$ cat config.mk
export PLATFORM = sky130hd
export DESIGN_NAME = scan_seq_top
export DESIGN_NICKNAME = d
export VERILOG_FILES = /design/src/rtl/scan_seq_pkg.sv /design/src/rtl/scan_seq_ctrl.sv /design/src/rtl/scan_seq_drive.sv /design/src/rtl/scan_seq_check.sv /design/src/rtl/scan_seq_top.sv
export SDC_FILE = /design/constraint.sdc
export NUM_CORES = 1
export LEC_CHECK = 0
export BUFFER_PORTS_ARGS = -buffer_cell sky130_fd_sc_hd__buf_2
export CORE_ASPECT_RATIO = 1.5
export CORE_UTILIZATION = 45
export CTS_CLUSTER_DIAMETER = 40
export DETAILED_ROUTE_END_ITERATION = 8
export GPL_ROUTABILITY_DRIVEN = 0
export HOLD_SLACK_MARGIN = 0.06
export PLACE_DENSITY = 0.81
export SKIP_LAST_GASP = 1
export SYNTH_ARGS = -nofsm -noshare
export SYNTH_HDL_FRONTEND = slang
export SYNTH_SLANG_ARGS = --single-unit
$ cat constraint.sdc
create_clock -name clk -period 2.3 [get_ports clk]
set_input_delay 0.23 -clock clk [delete_from_list [all_inputs] [get_ports clk]]
set_output_delay 0.23 -clock clk [all_outputs]
set_load 0.05 [all_outputs]
$ cat src/rtl/scan_seq_pkg.sv
package scan_seq_pkg;

    typedef enum logic [1:0] {
        PH_IDLE  = 2'd0,
        PH_SHIFT = 2'd1,
        PH_CAPT  = 2'd2
    } phase_e;

endpackage

$ cat src/rtl/scan_seq_ctrl.sv
module scan_seq_ctrl
    import scan_seq_pkg::*;
#(
    parameter int CHAIN_LEN = 4,
    parameter int NUM_VEC   = 3,
    localparam int BW       = (CHAIN_LEN > 1) ? $clog2(CHAIN_LEN) : 1,
    localparam int VC_W     = $clog2(NUM_VEC + 1)
) (
    input  logic            clk,
    input  logic            rst_n,
    input  logic            start_i,
    output phase_e          phase_o,
    output logic [BW-1:0]   bit_o,
    output logic [VC_W-1:0] vec_o,
    output logic            go_o,
    output logic            done_o
);

    localparam logic [BW-1:0]   LAST_BIT = BW'(CHAIN_LEN - 1);
    localparam logic [VC_W-1:0] FINAL    = VC_W'(NUM_VEC);

    typedef struct packed {
        phase_e          phase;
        logic [BW-1:0]   bit_idx;
        logic [VC_W-1:0] vec;
        logic            done;
    } ctrl_t;

    ctrl_t ctrl_d, ctrl_q;
    logic  go_d;

    always_comb begin
        ctrl_d      = ctrl_q;
        ctrl_d.done = 1'b0;
        go_d        = 1'b0;
        case (ctrl_q.phase)
            PH_IDLE: begin
                if (start_i) begin
                    ctrl_d.phase   = PH_SHIFT;
                    ctrl_d.bit_idx = '0;
                    ctrl_d.vec     = '0;
                    go_d           = 1'b1;
                end
            end
            PH_SHIFT: begin
                if (ctrl_q.bit_idx == LAST_BIT) begin
                    ctrl_d.bit_idx = '0;
                    if (ctrl_q.vec == FINAL) begin
                        ctrl_d.phase = PH_IDLE;
                        ctrl_d.vec   = '0;
                        ctrl_d.done  = 1'b1;
                    end else begin
                        ctrl_d.phase = PH_CAPT;
                    end
                end else begin
                    ctrl_d.bit_idx = ctrl_q.bit_idx + 1'b1;
                end
            end
            PH_CAPT: begin
                ctrl_d.phase   = PH_SHIFT;
                ctrl_d.bit_idx = '0;
                ctrl_d.vec     = ctrl_q.vec + 1'b1;
            end
            default: begin
                ctrl_d.phase = PH_IDLE;
            end
        endcase
    end

    always_ff @(posedge clk or negedge rst_n) begin
        if (!rst_n) begin
            ctrl_q.phase   <= PH_IDLE;
            ctrl_q.bit_idx <= '0;
            ctrl_q.vec     <= '0;
            ctrl_q.done    <= 1'b0;
        end else begin
            ctrl_q <= ctrl_d;
        end
    end

    assign phase_o = ctrl_q.phase;
    assign bit_o   = ctrl_q.bit_idx;
    assign vec_o   = ctrl_q.vec;
    assign go_o    = go_d;
    assign done_o  = ctrl_q.done;

    AST_CAPT_SINGLE: assert property (@(posedge clk) disable iff (!rst_n)
        (ctrl_q.phase == PH_CAPT) |=> (ctrl_q.phase == PH_SHIFT));

    AST_DONE_PULSE: assert property (@(posedge clk) disable iff (!rst_n)
        ctrl_q.done |=> !ctrl_q.done);

    AST_DONE_IDLE: assert property (@(posedge clk) disable iff (!rst_n)
        ctrl_q.done |-> (ctrl_q.phase == PH_IDLE));

    AST_BUSY_IGNORES_START: assert property (@(posedge clk) disable iff (!rst_n)
        (ctrl_q.phase == PH_SHIFT && ctrl_q.bit_idx != LAST_BIT)
            |=> (ctrl_q.phase == PH_SHIFT && ctrl_q.bit_idx == $past(ctrl_q.bit_idx) + 1'b1));

endmodule

$ cat src/rtl/scan_seq_drive.sv
module scan_seq_drive
    import scan_seq_pkg::*;
#(
    parameter int CHAIN_LEN = 4,
    parameter int PI_W      = 2,
    localparam int BW       = (CHAIN_LEN > 1) ? $clog2(CHAIN_LEN) : 1
) (
    input  phase_e                 phase_i,
    input  logic [BW-1:0]          sel_i,
    input  logic                   filler_i,
    input  logic [CHAIN_LEN-1:0]   vec_state_i,
    input  logic [PI_W-1:0]        vec_pi_i,
    output logic                   scan_en_o,
    output logic                   scan_in_o,
    output logic [PI_W-1:0]        pi_o
);

    always_comb begin
        scan_en_o = 1'b0;
        scan_in_o = 1'b0;
        pi_o      = '0;
        case (phase_i)
            PH_SHIFT: begin
                scan_en_o = 1'b1;
                scan_in_o = filler_i ? 1'b0 : vec_state_i[sel_i];
            end
            PH_CAPT: begin
                pi_o = vec_pi_i;
            end
            default: begin
                scan_en_o = 1'b0;
            end
        endcase
    end

endmodule

$ cat src/rtl/scan_seq_check.sv
module scan_seq_check #(
    parameter int CHAIN_LEN = 4,
    parameter int PO_W      = 2,
    parameter int ERR_W     = 8,
    localparam int BW       = (CHAIN_LEN > 1) ? $clog2(CHAIN_LEN) : 1
) (
    input  logic                 clk,
    input  logic                 rst_n,
    input  logic                 clr_i,
    input  logic                 unload_i,
    input  logic                 capt_i,
    input  logic [BW-1:0]        sel_i,
    input  logic                 scan_out_i,
    input  logic [PO_W-1:0]      po_i,
    input  logic [PO_W-1:0]      po_exp_i,
    input  logic [CHAIN_LEN-1:0] ns_exp_i,
    output logic [ERR_W-1:0]     cnt_o
);

    localparam logic [ERR_W-1:0] CNT_MAX = {ERR_W{1'b1}};

    typedef struct packed {
        logic [CHAIN_LEN-1:0] ns_hold;
        logic [ERR_W-1:0]     cnt;
    } chk_t;

    chk_t chk_d, chk_q;
    logic bit_miss, po_miss, miss;

    always_comb begin
        bit_miss = unload_i && (scan_out_i != chk_q.ns_hold[sel_i]);
        po_miss  = capt_i && (po_i != po_exp_i);
        miss     = bit_miss || po_miss;

        chk_d = chk_q;
        if (capt_i) begin
            chk_d.ns_hold = ns_exp_i;
        end
        if (clr_i) begin
            chk_d.cnt = '0;
        end else if (miss && (chk_q.cnt != CNT_MAX)) begin
            chk_d.cnt = chk_q.cnt + 1'b1;
        end
    end

    always_ff @(posedge clk or negedge rst_n) begin
        if (!rst_n) begin
            chk_q.ns_hold <= '0;
            chk_q.cnt     <= '0;
        end else begin
            chk_q <= chk_d;
        end
    end

    assign cnt_o = chk_q.cnt;

    AST_CNT_SATURATES: assert property (@(posedge clk) disable iff (!rst_n)
        (chk_q.cnt == CNT_MAX && !clr_i) |=> (chk_q.cnt == CNT_MAX));

    AST_CNT_STEP_ONE: assert property (@(posedge clk) disable iff (!rst_n)
        !clr_i |=> (chk_q.cnt == $past(chk_q.cnt)
                    || chk_q.cnt == $past(chk_q.cnt) + 1'b1));

    AST_CLR_ZERO: assert property (@(posedge clk) disable iff (!rst_n)
        clr_i |=> (chk_q.cnt == '0));

    AST_NO_CMP_IDLE: assert property (@(posedge clk) disable iff (!rst_n)
        (!unload_i && !capt_i && !clr_i) |=> $stable(chk_q.cnt));

endmodule

$ cat src/rtl/scan_seq_top.sv
module scan_seq_top
    import scan_seq_pkg::*;
#(
    parameter int CHAIN_LEN = 4,
    parameter int NUM_VEC   = 3,
    parameter int PI_W      = 2,
    parameter int PO_W      = 2,
    parameter int ERR_W     = 8,
    localparam int VC_W     = $clog2(NUM_VEC + 1)
) (
    input  logic                 clk,
    input  logic                 rst_n,
    input  logic                 start_i,
    output logic [VC_W-1:0]      vec_idx_o,
    input  logic [CHAIN_LEN-1:0] vec_state_i,
    input  logic [PI_W-1:0]      vec_pi_i,
    input  logic [PO_W-1:0]      vec_po_exp_i,
    input  logic [CHAIN_LEN-1:0] vec_ns_exp_i,
    output logic                 scan_en_o,
    output logic                 scan_in_o,
    output logic [PI_W-1:0]      pi_o,
    input  logic                 scan_out_i,
    input  logic [PO_W-1:0]      po_i,
    output logic                 busy_o,
    output logic                 done_o,
    output logic                 pass_o,
    output logic [ERR_W-1:0]     err_cnt_o
);

    localparam int BW = (CHAIN_LEN > 1) ? $clog2(CHAIN_LEN) : 1;
    localparam logic [BW-1:0]   LAST_BIT = BW'(CHAIN_LEN - 1);
    localparam logic [VC_W-1:0] FINAL    = VC_W'(NUM_VEC);
    localparam logic [VC_W-1:0] LAST_VEC = VC_W'(NUM_VEC - 1);

    phase_e          phase;
    logic [BW-1:0]   bit_idx;
    logic [BW-1:0]   sel;
    logic [VC_W-1:0] vec;
    logic            go;
    logic            filler;
    logic            unload;
    logic            capt;

    scan_seq_ctrl #(
        .CHAIN_LEN (CHAIN_LEN),
        .NUM_VEC   (NUM_VEC)
    ) u_ctrl (
        .clk     (clk),
        .rst_n   (rst_n),
        .start_i (start_i),
        .phase_o (phase),
        .bit_o   (bit_idx),
        .vec_o   (vec),
        .go_o    (go),
        .done_o  (done_o)
    );

    always_comb begin
        sel       = LAST_BIT - bit_idx;
        filler    = (vec == FINAL);
        unload    = (phase == PH_SHIFT) && (vec != '0);
        capt      = (phase == PH_CAPT);
        vec_idx_o = filler ? LAST_VEC : vec;
        busy_o    = (phase != PH_IDLE);
    end

    scan_seq_drive #(
        .CHAIN_LEN (CHAIN_LEN),
        .PI_W      (PI_W)
    ) u_drive (
        .phase_i     (phase),
        .sel_i       (sel),
        .filler_i    (filler),
        .vec_state_i (vec_state_i),
        .vec_pi_i    (vec_pi_i),
        .scan_en_o   (scan_en_o),
        .scan_in_o   (scan_in_o),
        .pi_o        (pi_o)
    );

    scan_seq_check #(
        .CHAIN_LEN (CHAIN_LEN),
        .PO_W      (PO_W),
        .ERR_W     (ERR_W)
    ) u_check (
        .clk        (clk),
        .rst_n      (rst_n),
        .clr_i      (go),
        .unload_i   (unload),
        .capt_i     (capt),
        .sel_i      (sel),
        .scan_out_i (scan_out_i),
        .po_i       (po_i),
        .po_exp_i   (vec_po_exp_i),
        .ns_exp_i   (vec_ns_exp_i),
        .cnt_o      (err_cnt_o)
    );

    assign pass_o = (err_cnt_o == '0);

    AST_FILLER_ZERO: assert property (@(posedge clk) disable iff (!rst_n)
        (scan_en_o && vec == FINAL) |-> !scan_in_o);

    AST_SHIFT_MEANS_BUSY: assert property (@(posedge clk) disable iff (!rst_n)
        scan_en_o |-> busy_o);

    AST_PI_QUIET_SHIFT: assert property (@(posedge clk) disable iff (!rst_n)
        scan_en_o |-> (pi_o == '0));

    AST_DONE_AFTER_BUSY: assert property (@(posedge clk) disable iff (!rst_n)
        $rose(done_o) |-> $fell(busy_o));

endmodule

==> key figures <==
Final layout
  – Finished Layout Cells: slightly below 200
  – Area delta synth->final: 15.75%
  – # nets final: 185
  – Final Core Density: 0.5584
  – Antenna Cells: 0
  – Share of layout cells above drive strength 1: 0.3526
  – Fill count: around 240

STA
  – Period Utilization, post-route: 0.9670
  – Final Max Slew Viols: 0
  – Setup violation total in the final timing report: 0
  – Slew HR: 0.7010
  – Minimum clock period: 2.224 ns
  – Layout Skew: around 0.0014 ns
  – Endpoints failing hold: 0
  – Setup_tns: 0 ns
  – RSZ-0062 raised after global routing: no
  – Hold slack: 0.2046 ns
  – Fmax: 449.6 MHz
  – Slew @ Worst Pin: about 0.45 ns

Detailed routing
  – Vias: between 1,000 and 1,500
  – Pre-antenna DRT Iters: 4
  – WL/cell: roughly 14 um
  – Number of vias per cell: approximately 5.4
  – DRC: 0
  – Antenna Violating Nets Remaining: 0
  – Initial DRC Count: 15
  – WL final: ~2600 um

Synthesis
  – Area leader, netlist: dfrtp_1
  – Number of flops mapped to enable cells by yosys: 0
  – Synth Warn #: 0
  – Mapped cell area: approximately 0.0013 mm^2
  – Share of the synthesized area in the top cell type: 0.3605
  – Async S/R FF share, synth: 1.000
  – Mapped Avg Cell Area: around 10 um^2
  – Synthesized Nets: between 150 and 200
  – Top_reg_cell synth: dfrtp_1
  – Post-synthesis cell type count: between 40 and 50
  – Seq/Total Area, Yosys: 0.3605
  – Syn Inst Count: about 130
  – Ranking of synthesized cells by area: dfrtp_1, ha_1, buf_4
  – Number of synthesized register bits: 19

Hold path
  – Min-delay worst type: input port to flip-flop
  – Hold path depth: 2
  – Min-delay src: vec_ns_exp_i[2]
  – Hold Path End: u_check.chk_q[10]$_DFFE_PN0P_

Setup path
  – Top delay family on crit path: simple AND/OR/NAND/NOR gates
  – Worst reg2reg setup slack: between 0.15 and 0.2 ns
  – Critical path, cell by cell: inv_1 > ha_1 > or4b_2 > nor4_2 > clkbuf_4
  – Worst path depth: 5
  – Setup Crit Path Kind: flip-flop to output port
  – Critical path required time: ~2.1 ns
  – Reg-to-Reg Start: u_ctrl.phase_o[1]$_DFFE_PN0P_
  – Crit-path slowest cell: or4b_2
  – CP Max Fanout: 7
  – R2R depth: 7
  – Slowest stage delay, CP: 0.60 ns
  – Crit path buffers/inverters: 2
  – FF-to-FF End: u_check.cnt_o[7]$_DFFE_PN0P_
  – Worst Path Arrival: 1.99 ns
  – CP endpoint kind: output port
  – Nature of the critical path startpoint: flip-flop

Floorplan
  – Row cnt: 23
  – Die Ht: about 68 um
  – # IOs: 35
  – Initial Util: 0.4824
  – Die ar.: around 0.0032 mm^2
  – Core area: 0.002734 mm^2
  – Die width: ~46 um

Global routing
  – GR peak layer: met2
  – Met2 GRT Util: 0.3574
  – Vias in the first global route: ~1,100
  – GR Layer Usage met3: 0.02375
  – Met1 usage: 0.1970
  – GRT Util Overall: 0.1874
  – First-pass GRT wire length: 4291 um
  – GR Overflow Total: 0
  – Largest net degree at the start of global routing: 20
  – Initial antenna violation count: 0

Pwr
  – Sw Pwr: roughly 550 uW
  – Switching portion of total power: 0.4237
  – Comb power frac: 0.467
  – Share of power burned in registers: 0.358
  – P_int: ~750 uW
  – Pwr Density: 853.3 mW/mm^2
  – Clock share of power: 0.175
  – Maximum vdd ir drop: 0.4699 mV
  – LEAKAGE: 0.0007379 uW

Clock network
  – Clock Sink Count: 19
  – Clock Latency Late Sink: approximately 0.25 ns
  – H-tree level count: 1
  – Clock Path Buffers: 2
  – CTS tree: built
  – CTS clk-pin slew, worst paths: approximately 0.070 ns
  – Root Buffer: clkbuf_8
  – Cts bufs inserted: 3

Place
  – HPWL Detailed: roughly 2100 um
  – Port buffer count: 34
  – Dpl cells: between 150 and 200

Status
  – Outcome: completed

Flow run
  – Max Cap Viol: 0
worst max path at each step:
stage,startpoint,to,slack (ns)
2_1_floorplan,u_check.cnt_o[0]$_DFFE_PN0P_,pass_o,-0.004
3_3_place_gp,u_ctrl.phase_o[1]$_DFFE_PN0P_,u_check.cnt_o[7]$_DFFE_PN0P_,0.32
3_5_place_dp,u_ctrl.phase_o[1]$_DFFE_PN0P_,u_check.cnt_o[7]$_DFFE_PN0P_,0.23
4_1_cts,u_check.cnt_o[0]$_DFFE_PN0P_,pass_o,0.05
5_1_grt,u_check.cnt_o[1]$_DFFE_PN0P_,pass_o,0.004
6_report,u_check.cnt_o[0]$_DFFE_PN0P_,pass_o,0.08
sequential cells by signal, summed over array words and instances, names as in the netlist:
name	count
u_check.chk_q	4
u_check.cnt_o	8
u_ctrl.bit_o	2
u_ctrl.done_o	1
u_ctrl.phase_o	2
u_ctrl.vec_o	2
final cells by class:
cell class	instances	area (um^2)	area share
Inverter	8	30.03	0.01967
Sequential cell	19	475.5	0.3115
Tap cell	37	46.29	0.03033
Timing Repair Buffer	36	190.2	0.1246
Multi-Input combinational cell	89	739.5	0.4844
Clock buffer	4	45.04	0.02951
synthesized netlist by cell type, drive strengths merged (2+ instances only):
master,count
dfrtp,19
buf,10
ha,10
inv,8
nand2,8
nand3,8
a21oi,6
mux2i,6
mux2,5
o21ai,5
and2,4
nor2,4
xnor2,4
or3,3
and3,2
nand2b,2
o31ai,2
stage by stage:
step           power [uW]  cell area, um^2  setup WS, ns
3_5_place_dp         1077             1469        0.2336
5_1_grt              1381             1526      0.003778
4_1_cts              1310             1524       0.04566
6_report             1302             1526       0.07580
2_1_floorplan       968.3             1328     -0.003967
3_3_place_gp         1050             1469        0.3205
metal layers:
metal | vias up | wire, um
met5 | - | 0
met4 | 0 | 30
met3 | 4 | 86
met2 | 31 | 1472
met1 | 496 | 1032
li1 | 505 | -
logic make-up (layout without fill, tap and decap cells):
logic type                 Yosys count  count (layout)  synth area share
xor gates and xnor gates             4               4           0.02656
muxes                               12              12            0.1205
buffers and inverters               18              48           0.08539
DFF                                 19              19            0.3605
adders and majority gates           10              10           0.09488
AOI/OAI and AO/OA                   20              20            0.1167
and+or+nand+nor                     43              43            0.1955
cell usage in the layout (no fill, tap or decap), types with 4 or more instances in the layout:
master | netlist | routed
nand2_1 | 8 | 8
buf_2 | 0 | 33
o21ai_0 | 5 | 5
nand3_1 | 8 | 8
a21oi_1 | 6 | 6
dfrtp_1 | 19 | 19
mux2i_1 | 5 | 5
nor2_1 | 4 | 4
mux2_2 | 4 | 4
inv_1 | 8 | 8
ha_1 | 10 | 9
xnor2_1 | 4 | 4
power groups by stage:
stage / Sequential (uW) / Clock [uW] / Combinational [uW]
6_report: 467 / 228 / 608
5_1_grt: 480 / 248 / 654
4_1_cts: 467 / 236 / 607
3_5_place_dp: 474 / 0 / 602
3_3_place_gp: 470 / 0 / 579
2_1_floorplan: 457 / 0 / 511
worst register-to-register path, stage by stage (launching register included):
cell and delay, ns:
dfrtp_1 0.40, inv_1 0.11, ha_2 0.29, nor4b_1 0.26
mux2_4 0.23, o31ai_2 0.10, or4_1 0.48, a21oi_1 0.16
what timing repair did:
| action | in CTS | in global routing |
|---|---|---|
| endpoints found under the setup margin | 0 | 1 |
| gates resized for setup | 0 | 1 |
| setup buffers | 0 | 0 |
| hold buffers | 1 | 0 |
| endpoints found under the hold margin | 19 | 0 |
Note: power is estimated with default switching activity, not from simulation.
